File: src/rtl/sar_pkg.sv
package sar_pkg;

    localparam int CHAN_W = 3;
    localparam int SPD_W  = 2;

    typedef enum logic [1:0] {
        PH_IDLE,
        PH_SAMPLE,
        PH_TRIAL,
        PH_FINISH
    } phase_e;

    // Control word, LSB first: power, start, flag, speed, channel
    typedef struct packed {
        logic [CHAN_W-1:0] chan;
        logic [SPD_W-1:0]  speed;
        logic              flag;
        logic              start;
        logic              power;
    } ctrl_t;

    localparam int CTRL_W = $bits(ctrl_t);

    // Sampling share: one quarter of the selected total
    function automatic int unsigned sample_clks(int unsigned slow_total, logic [SPD_W-1:0] spd);
        return (slow_total >> spd) / 4;
    endfunction

    // One bit trial: 3/40 of the selected total (ten trials = 3/4)
    function automatic int unsigned trial_clks(int unsigned slow_total, logic [SPD_W-1:0] spd);
        return ((slow_total >> spd) * 3) / 40;
    endfunction

endpackage

File: src/rtl/sar_ctrl_reg.sv
module sar_ctrl_reg
    import sar_pkg::*;
(
    input  logic              clk,
    input  logic              rst,
    input  logic              we,
    input  ctrl_t             wdata,
    input  logic              lowpwr,
    input  logic              busy,
    input  logic              done,
    output ctrl_t             cfg,
    output logic              go,
    output logic              kill,
    output logic [SPD_W-1:0]  conv_speed,
    output logic [CHAN_W-1:0] conv_chan
);

    logic pwr_nxt;

    always_comb begin
        pwr_nxt = !lowpwr && (we ? wdata.power : cfg.power);
        kill    = busy && !pwr_nxt;
        go      = !busy && we && wdata.start && pwr_nxt;
    end

    always_ff @(posedge clk) begin
        if (rst) begin
            cfg        <= '0;
            conv_speed <= '0;
            conv_chan  <= '0;
        end else begin
            cfg.power <= pwr_nxt;
            if (we) begin
                cfg.chan  <= wdata.chan;
                cfg.speed <= wdata.speed;
                cfg.flag  <= wdata.flag;
            end
            if (done)
                cfg.flag <= 1'b1;
            if (go)
                cfg.start <= 1'b1;
            else if (done || kill)
                cfg.start <= 1'b0;
            if (go) begin
                conv_speed <= wdata.speed;
                conv_chan  <= wdata.chan;
            end
        end
    end

    AST_FLAG_STICKY: assert property (@(posedge clk) disable iff (rst)
        (cfg.flag && !(we && !wdata.flag)) |=> cfg.flag);

    AST_START_NEEDS_POWER: assert property (@(posedge clk) disable iff (rst)
        (!busy && we && wdata.start && (lowpwr || !wdata.power)) |=> !cfg.start);

    AST_LOWPWR_OFF: assert property (@(posedge clk) disable iff (rst)
        lowpwr |=> (!cfg.power && !cfg.start));

endmodule

File: src/rtl/sar_sequencer.sv
module sar_sequencer
    import sar_pkg::*;
#(
    parameter int SLOW_TOTAL = 640,
    parameter int RES_W      = 10
) (
    input  logic             clk,
    input  logic             rst,
    input  logic             go,
    input  logic             kill,
    input  logic [SPD_W-1:0] speed,
    output phase_e           phase,
    output logic [$clog2(RES_W)-1:0] bit_idx,
    output logic             trial_last,
    output logic             load,
    output logic             done,
    output logic             busy
);

    localparam int CNT_W = $clog2(SLOW_TOTAL / 4 + 1);
    localparam int IDX_W = $clog2(RES_W);

    logic [CNT_W-1:0] cnt;
    logic [CNT_W-1:0] samp_end;
    logic [CNT_W-1:0] trial_end;
    logic             samp_last;

    always_comb begin
        samp_end   = CNT_W'(sample_clks(SLOW_TOTAL, speed) - 1);
        trial_end  = CNT_W'(trial_clks(SLOW_TOTAL, speed) - 1);
        busy       = (phase != PH_IDLE);
        samp_last  = (phase == PH_SAMPLE) && (cnt == samp_end);
        trial_last = (phase == PH_TRIAL) && (cnt == trial_end);
        load       = trial_last && (bit_idx == '0);
        done       = (phase == PH_FINISH) && !kill;
    end

    always_ff @(posedge clk) begin
        if (rst || kill) begin
            phase   <= PH_IDLE;
            cnt     <= '0;
            bit_idx <= '0;
        end else begin
            unique case (phase)
                PH_IDLE: begin
                    if (go) begin
                        phase <= PH_SAMPLE;
                        cnt   <= '0;
                    end
                end
                PH_SAMPLE: begin
                    if (samp_last) begin
                        phase   <= PH_TRIAL;
                        cnt     <= '0;
                        bit_idx <= IDX_W'(RES_W - 1);
                    end else begin
                        cnt <= cnt + 1'b1;
                    end
                end
                PH_TRIAL: begin
                    if (trial_last) begin
                        cnt <= '0;
                        if (bit_idx == '0)
                            phase <= PH_FINISH;
                        else
                            bit_idx <= bit_idx - 1'b1;
                    end else begin
                        cnt <= cnt + 1'b1;
                    end
                end
                PH_FINISH: begin
                    phase <= PH_IDLE;
                end
                default: phase <= PH_IDLE;
            endcase
        end
    end

    AST_FINISH_SINGLE: assert property (@(posedge clk) disable iff (rst)
        (phase == PH_FINISH) |=> (phase == PH_IDLE));

    AST_NO_GO_WHEN_BUSY: assert property (@(posedge clk) disable iff (rst)
        (busy && !kill && phase != PH_FINISH) |=> busy);

endmodule

File: src/rtl/sar_search.sv
module sar_search
    import sar_pkg::*;
#(
    parameter int RES_W = 10
) (
    input  logic             clk,
    input  logic             rst,
    input  logic             go,
    input  phase_e           phase,
    input  logic [$clog2(RES_W)-1:0] bit_idx,
    input  logic             trial_last,
    input  logic             commit,
    input  logic             cmp_in,
    output logic [RES_W-1:0] dac_code,
    output logic [RES_W-3:0] res_hi,
    output logic [1:0]       res_lo
);

    logic [RES_W-1:0] acc;
    logic [RES_W-1:0] acc_nxt;
    logic [RES_W-1:0] trial_bit;

    always_comb begin
        trial_bit = RES_W'(1) << bit_idx;
        dac_code  = (phase == PH_TRIAL) ? (acc | trial_bit) : '0;
        acc_nxt   = acc;
        if (trial_last)
            acc_nxt[bit_idx] = cmp_in;
    end

    always_ff @(posedge clk) begin
        if (rst) begin
            acc    <= '0;
            res_hi <= '0;
            res_lo <= '0;
        end else begin
            if (go)
                acc <= '0;
            else if (trial_last)
                acc <= acc_nxt;
            if (commit) begin
                res_hi <= acc_nxt[RES_W-1:2];
                res_lo <= acc_nxt[1:0];
            end
        end
    end

    AST_LOWER_BITS_CLEAR: assert property (@(posedge clk) disable iff (rst)
        (phase == PH_TRIAL) |-> ((dac_code & (trial_bit - 1'b1)) == '0));

    AST_TRIAL_BIT_SET: assert property (@(posedge clk) disable iff (rst)
        (phase == PH_TRIAL) |-> ($countones(dac_code & trial_bit) == 1));

    AST_RESULT_HELD: assert property (@(posedge clk) disable iff (rst)
        !commit |=> ($stable(res_hi) && $stable(res_lo)));

endmodule

File: src/rtl/sar_conv_ctrl.sv
module sar_conv_ctrl
    import sar_pkg::*;
#(
    parameter int SLOW_TOTAL = 640,
    parameter int RES_W      = 10
) (
    input  logic                  clk,
    input  logic                  rst,
    input  logic                  ctrl_we,
    input  logic [CTRL_W-1:0]     ctrl_wdata,
    output logic [CTRL_W-1:0]     ctrl_rdata,
    input  logic                  lowpwr,
    input  logic                  irq_en,
    input  logic                  cmp_in,
    output logic [CHAN_W-1:0]     mux_sel,
    output logic [RES_W-1:0]      dac_code,
    output logic                  sample_on,
    output logic [RES_W-3:0]      res_hi,
    output logic [7:0]            res_lo,
    output logic                  irq
);

    localparam int IDX_W = $clog2(RES_W);

    ctrl_t             cfg;
    logic              go;
    logic              kill;
    logic              busy;
    logic              done;
    logic              trial_last;
    logic              load;
    logic [SPD_W-1:0]  conv_speed;
    logic [CHAN_W-1:0] conv_chan;
    logic [IDX_W-1:0]  bit_idx;
    logic [1:0]        res_lo2;
    phase_e            phase;

    sar_ctrl_reg u_reg (
        .clk        (clk),
        .rst        (rst),
        .we         (ctrl_we),
        .wdata      (ctrl_t'(ctrl_wdata)),
        .lowpwr     (lowpwr),
        .busy       (busy),
        .done       (done),
        .cfg        (cfg),
        .go         (go),
        .kill       (kill),
        .conv_speed (conv_speed),
        .conv_chan  (conv_chan)
    );

    sar_sequencer #(
        .SLOW_TOTAL (SLOW_TOTAL),
        .RES_W      (RES_W)
    ) u_seq (
        .clk        (clk),
        .rst        (rst),
        .go         (go),
        .kill       (kill),
        .speed      (conv_speed),
        .phase      (phase),
        .bit_idx    (bit_idx),
        .trial_last (trial_last),
        .load       (load),
        .done       (done),
        .busy       (busy)
    );

    sar_search #(
        .RES_W (RES_W)
    ) u_sar (
        .clk        (clk),
        .rst        (rst),
        .go         (go),
        .phase      (phase),
        .bit_idx    (bit_idx),
        .trial_last (trial_last),
        .commit     (load && !kill),
        .cmp_in     (cmp_in),
        .dac_code   (dac_code),
        .res_hi     (res_hi),
        .res_lo     (res_lo2)
    );

    always_comb begin
        ctrl_rdata = cfg;
        mux_sel    = busy ? conv_chan : cfg.chan;
        sample_on  = (phase == PH_SAMPLE);
        res_lo     = {6'b0, res_lo2};
        irq        = cfg.flag && irq_en;
    end

    AST_FLAG_FOLLOWS_DONE: assert property (@(posedge clk) disable iff (rst)
        done |=> cfg.flag);

    AST_IRQ_NEEDS_ENABLE: assert property (@(posedge clk) disable iff (rst)
        !irq_en |-> !irq);

    AST_IDLE_DAC_ZERO: assert property (@(posedge clk) disable iff (rst)
        !busy |-> (dac_code == '0 && !sample_on));

endmodule

File: config.mk
export PLATFORM = sky130hd
export DESIGN_NAME = sar_conv_ctrl
export DESIGN_NICKNAME = d
export VERILOG_FILES = /design/src/rtl/sar_pkg.sv /design/src/rtl/sar_ctrl_reg.sv /design/src/rtl/sar_sequencer.sv /design/src/rtl/sar_search.sv /design/src/rtl/sar_conv_ctrl.sv
export SDC_FILE = /design/constraint.sdc
export NUM_CORES = 1
export LEC_CHECK = 0
export ABC_AREA = 0
export ABC_CLOCK_PERIOD_IN_PS = 14700
export BUFFER_PORTS_ARGS = -buffer_cell sky130_fd_sc_hd__buf_2
export CAP_MARGIN = 20
export CORE_AREA = 4 4 79 81
export CTS_CLUSTER_SIZE = 8
export DETAILED_ROUTE_END_ITERATION = 6
export DIE_AREA = 0 0 83 85
export HOLD_SLACK_MARGIN = 0.06
export PLACE_DENSITY = 0.91
export SLEW_MARGIN = 0
export SYNTH_ARGS = -nofsm -noshare
export SYNTH_HDL_FRONTEND = slang
export SYNTH_HIERARCHICAL = 1
export SYNTH_SLANG_ARGS = --single-unit
File: constraint.sdc
create_clock -name clk -period 14.7 [get_ports clk]
set_input_delay 0.735 -clock clk [delete_from_list [all_inputs] [get_ports clk]]
set_output_delay 0.735 -clock clk [all_outputs]
set_load 0.1 [all_outputs]
**Word level (Yosys, flattened, before mapping)**

Cells that the tools add are included.

- Register bits: 47
- Word-level logic and storage cells: 87

- $lt $le $gt $ge: 2
- Eq/ne operators: 10
- Bitwise gates (word level): 1
- Add/subtract/negate cells: 4
- Reductions and logical operators: 29
- Shift-type cells: 2
- Div/mod/pow operators: 1
- Multiply operators: 1
- Mux-type cells: 24

Operators by type and width:

| operator | number |
|---|---|
| 32-bit by 6-bit divider with 32-bit output, second input constant | 1 |
| 32-bit by 2-bit multiplier with 32-bit output, second input constant | 1 |
| 10-bit by 2-bit right shift with 32-bit output, first input constant | 1 |
| 8-bit 2-to-1 mux | 3 |
| 8-bit one-hot mux with 3 select lines | 1 |
| 10-bit 2-to-1 mux | 2 |
| 8-bit == test | 2 |
| 8-bit by 1-bit subtractor with 8-bit output, second input constant | 2 |
| 1-bit logical AND | 12 |
| 4-bit 2-to-1 mux | 3 |
| 10-bit bitwise mux | 1 |
| 10-bit bitwise OR | 1 |
| 1-bit by 4-bit << shifter with 10-bit output, first input constant | 1 |
| 8-bit by 1-bit adder with 8-bit output, second input constant | 1 |
| 2-bit 2-to-1 mux | 4 |
| 2-bit inequality test, second input constant | 4 |
| 2-bit one-hot mux with 4 select lines | 1 |
| 4-bit one-hot mux with 2 select lines | 1 |
| 4-bit AND reduction | 2 |
| 2-bit nonzero test | 4 |
| 1-bit 2-to-1 mux | 6 |
| 4-bit by 5-bit less-than comparator with 1-bit output, second input constant | 1 |
| 1-bit demux with 4-bit select | 1 |
| 2-bit == test, second input constant | 2 |
| 12 further kinds | 16 |

**Longest topological paths before layout**

- Depth in word-level cells: 9
- Mapped depth: 22
- Gate-level depth less buffers: 20

**Cells and area by module**

The synthesis kept the hierarchy.

By module, submodules not included:

| module | area an instance (um^2) | sequential area each (um^2) | instances | cells an instance |
|---|---|---|---|---|
| sar_sequencer | 1669.1 | 280.3 | 1 | 208 |
| sar_search | 992.2 | 400.4 | 1 | 121 |
| sar_ctrl_reg | 558.0 | 260.2 | 1 | 54 |
| sar_conv_ctrl | 101.3 | 0.0 | 1 | 13 |

**Worst setup path before layout**

OpenSTA, ideal clock, no wires.

- Kind: register -> register
- Start: register u_reg.conv_speed[0]
- End: register u_sar.res_lo[0]
- Arrival time: 4994 ps
- Setup slack: 9615 ps
- Stages on the path, launching flop included: 23
- Data required time: 14609 ps
- Library setup time: 91 ps
- Clock period less this slack: 5085 ps
- Cell sequence: dfxtp_1 inv_1 ha_1 buf_6 or2_1 ha_1 nor2b_1 o41ai_1 and2_1 inv_1 ha_1 or2_2 o221a_1 or2_1 a2111oi_4 o21ai_0 xor2_1 and3_1 and3_1 nor2b_1 clkbuf_1 nor2_1 a311oi_1

- Cells in the longest elaborated chain, start to end: 8
- Elaborated cells between the ends (all ways): 9

RTL lines:

| item | RTL line | source |
|---|---|---|
| start, declared | sar_ctrl_reg.sv:14 | `output logic [SPD_W-1:0] conv_speed,` |
| start signal, assigned | sar_ctrl_reg.sv:45 | `conv_speed <= wdata.speed;` |
| 10-bit by 2-bit right shift with 32-bit output | sar_pkg.sv:31 | `return ((slow_total >> spd) * 3) / 40;` |
| 32-bit by 2-bit multiplier with 32-bit output | sar_pkg.sv:31 |  |
| 32-bit by 6-bit divider with 32-bit output | sar_pkg.sv:31 |  |
| 8-bit by 1-bit subtractor with 8-bit output | sar_sequencer.sv:30 | `trial_end = CNT_W'(trial_clks(SLOW_TOTAL, speed) - 1);` |
| 8-bit == test | sar_sequencer.sv:33 | `trial_last = (phase == PH_TRIAL) && (cnt == trial_end);` |
| 1-bit logical AND | sar_sequencer.sv:33 |  |
| net trial_last | sar_conv_ctrl.sv:30 | `logic trial_last;` |
| 1-bit logical AND | sar_sequencer.sv:34 | `load = trial_last && (bit_idx == '0);` |
| net load | sar_conv_ctrl.sv:31 | `logic load;` |
| 1-bit logical AND | sar_conv_ctrl.sv:79 | `.commit (load && !kill),` |
| end signal, assigned | sar_search.sv:43 | `res_lo <= acc_nxt[1:0];` |
| end, declared | sar_search.sv:16 | `output logic [1:0] res_lo` |

The timed path passes the listed nets, and every way through them passes these cells.
A chain may end at the register's enable or synchronous reset.

**Final worst setup path**

- Start: register u_reg.conv_speed[0]
- End: register u_sar.res_hi[5]

- Cells in the longest elaborated chain, start to end: 8
- Elaborated cells between the ends (all ways): 9

RTL lines:

| item | RTL line | source |
|---|---|---|
| 10-bit by 2-bit right shift with 32-bit output | sar_pkg.sv:31 |  |
| 32-bit by 2-bit multiplier with 32-bit output | sar_pkg.sv:31 |  |
| 32-bit by 6-bit divider with 32-bit output | sar_pkg.sv:31 |  |
| 8-bit by 1-bit subtractor with 8-bit output | sar_sequencer.sv:30 |  |
| 8-bit == test | sar_sequencer.sv:33 |  |
| 1-bit logical AND | sar_sequencer.sv:33 |  |
| net trial_last | sar_conv_ctrl.sv:30 |  |
| 1-bit logical AND | sar_sequencer.sv:34 |  |
| net load | sar_conv_ctrl.sv:31 |  |
| 1-bit logical AND | sar_conv_ctrl.sv:79 |  |
| end signal, assigned | sar_search.sv:42 | `res_hi <= acc_nxt[RES_W-1:2];` |
| end, declared | sar_search.sv:15 | `output logic [RES_W-3:0] res_hi,` |

The timed path passes the listed nets, and every way through them passes these cells.

==> results.md <==
- Status: complete, no violations
- FP Rows: 27
- Die Area: 0.00706 mm²
- Antenna violations before repair: 0
- Drt first pass iters: 4
- EDFF count, synth: 0
- Worst Setup End Kind: register
- First-pass GRT wire length: 13000 µm
- F_max: 167 MHz
- I/O pin cnt: 53
- Max-Cap Viols: 0
- Synth Cell Area: 0.00332 mm²
- Via count: between 3k and 4k
- WP data arrival: roughly 6.2 ns
- Synth area leader: dfxtp_1
- Mapped Avg Cell Area: 8.39 µm²
- Top-count cell post-synth: dfxtp_1
- Yosys reg bits: 47
- CTS tree: yes
- DRC: 0
- CP Data Required Time: 14.90 ns
- Post-CTS Setup Inserts: 0
- CTS Buf Count: 5
- TritonCTS sink count: 47
- Power density cells: 106 mW/mm²
- Period utilization: 0.407
- Sequential area share after synthesis: 0.283
- Final HPWL DP: 5820 µm
- Cts hold-fix bufs: 0
- Ant. Diodes: 0
- Dpl cells: roughly 490
- Nets: ~460
- Synth area leaders: dfxtp_1 (28%), ha_1 (7.9%), nor2_1 (4.6%), a21oi_1 (3.9%), mux2i_1 (3.9%)
- Initial Util: 0.607
- Final Max Tran Viols: 0
- Crit Path Max Fanout: 16
- RSZ-0062 raised after global routing: false
- H-tree Lvls: 2
- Fillcell total: ~450
- PnR Total Power: between 0.0003 and 0.0004 W
- WS Path Type: register to register
- Area growth, synth to finish: 8.44%
- Ratio of cells with drive above 1 in the final layout: 0.176
- Die width: 83 µm
- Final hold violation count: 0
- Clock Path Buffers: 2
- Share of the synthesized area in the top cell type: 0.283
- Post-route insts no fill: 499
- Slew HR: 0.497
- 1st-iter DRT viols: 173
- Top_reg_cell synth: dfxtp_1
- Clock root buffer: clkbuf_8
- Clock Skew: 0.00538 ns
- Die Y: approximately 85 µm
- Final core utilization: 0.658
- Drt via density: 6.03
- Clock slew at reported path FFs: 0.08 ns
- Synth cell types: 70
- Tmin final: 5.98 ns
- Core footprint: 0.00547 mm²
- Later-pin clock latency in the skew report: 0.29 ns
- Port Buf Inserts: 46
- Peak supply drop: 101 µV
- Post_cts resized: 0
- Slack of the worst reg-to-reg path: 8.72 ns
- Asr flop ratio synth: 0
- Yosys warns: 6
- Pin count of the biggest net entering global routing: 22
- # setup viols final: 0
- Synth cell count leaders: dfxtp_1 (47), nor2_1 (41), nand2_1 (31), a21oi_1 (26), ha_1 (21)
- Hold Path Class: register to register
- RD Place Congestion: ~0.96
- Vias in the first global route: 2819
- Lkg Pwr: 1.50 nW
- Min Hold Slack: 0.466 ns
- Fin Setup TNS: 0 ns
- Routed WL per cell: roughly 16 µm
- Final wirelength: roughly 7800 µm
- Total track usage: 0.217
- Crit path launch type: register
- Post-Synthesis Cells: 396
- Congestion Overflow GR: 0
- Tightest Pin Transition: 0.752 ns
- ANT nets after route: 0
-- cell usage in the layout (no fill, tap or decap), drive strengths merged, types with 3 or more instances in the layout --
cell    instances
inv            16
nor2b           9
nand3          12
xnor2           7
and3b           3
nand2b          9
or2             5
or3             3
and2            5
a21oi          26
a31oi           4
clkbuf          6
nor4            3
ha             21
a41oi           4
and3            4
mux2            3
nor2           42
o31ai           6
dfxtp          47
xor2           10
o21a            4
conb            6
o21ai          16
nand2          31
nor3           12
and2b           3
nand4           4
buf            47
a311oi         10
mux2i          15
-- power by group --
| group | internal (W) | leakage, nW | switching, W |
|---|---|---|---|
| Sequential | 0.000133 | 0.380 | 0.0000142 |
| Clock | 0.0000498 | 0.0513 | 0.0000399 |
| Combinational | 0.0000422 | 1.07 | 0.000101 |
| Total | 0.000225 | 1.50 | 0.000155 |
-- worst max-delay path, cell delays in order (launching register included) --
cell	delay (ns)
dfxtp_1	0.54
inv_1	0.16
ha_1	0.38
or2_1	0.31
ha_1	0.20
nor2b_1	0.15
o41ai_1	0.52
and2_1	0.28
inv_1	0.06
ha_1	0.34
or2_2	0.29
o221a_1	0.26
or2_1	0.27
a2111oi_4	0.26
o21ai_0	0.16
xor2_1	0.16
and3_1	0.34
and3_1	0.20
nor2b_1	0.39
buf_4	0.29
nor2_1	0.08
a311oi_1	0.24
-- cells by family (layout without fill, tap and decap cells) --
group           count (synthesis)  after routing  synth area share
other cells                     1              6           0.00113
fa+ha+maj                      21             21            0.0791
xor+xnor                       17             17            0.0448
compound gates                 92             92             0.207
mux                            18             18            0.0576
buf+inv                        44             70            0.0689
simple gates                  156            156             0.258
flops                          47             47             0.283
-- metal layers --
metal,up-vias,GRT usage,share of wire
li1,1457,-,-
met1,1407,0.257,0.42
met2,126,0.393,0.51
met3,17,0.0388,0.053
met4,0,0.0758,0.018
met5,-,0,0
-- layout make-up --
class,instances,area (µm²),share of cell area
well taps,72,90.1,0.0250
repair buffers,47,238,0.0660
inverters,16,60.1,0.0167
flip-flops and latches,47,941,0.261
clock inverters,1,30.0,0.00834
multi-input cells,310,2170,0.603
clock buffers,6,72.6,0.0202
-- sequential cells by signal, indices dropped and copies added, names as in the netlist --
signal / cells
u_sar/res_lo: 2
u_seq/cnt: 8
u_reg/conv_chan: 3
u_seq/phase: 2
u_sar/acc: 10
u_reg/conv_speed: 2
u_seq/bit_idx: 4
u_reg/cfg: 8
u_sar/res_hi: 8
-- path summary, 6_finish.rpt --
path	from	to	depth (start not counted)
hold reg to reg	u_reg/conv_chan[1]	u_reg/conv_chan[1]	2
setup / recovery	u_reg/conv_speed[0]	u_sar/res_hi[5]	21
setup reg to reg	u_reg/conv_speed[0]	u_sar/res_hi[5]	21
hold / removal	u_reg/conv_chan[1]	u_reg/conv_chan[1]	2
-- stage by stage --
step / worst slack, ns / instance area [µm²]
2_1_floorplan: 9.62 / 3340
3_3_place_gp: 8.77 / 3490
3_5_place_dp: 8.84 / 3500
4_1_cts: 8.81 / 3600
5_1_grt: 8.31 / 3600
6_report: 8.72 / 3600
(Power assumes the default switching activity.)
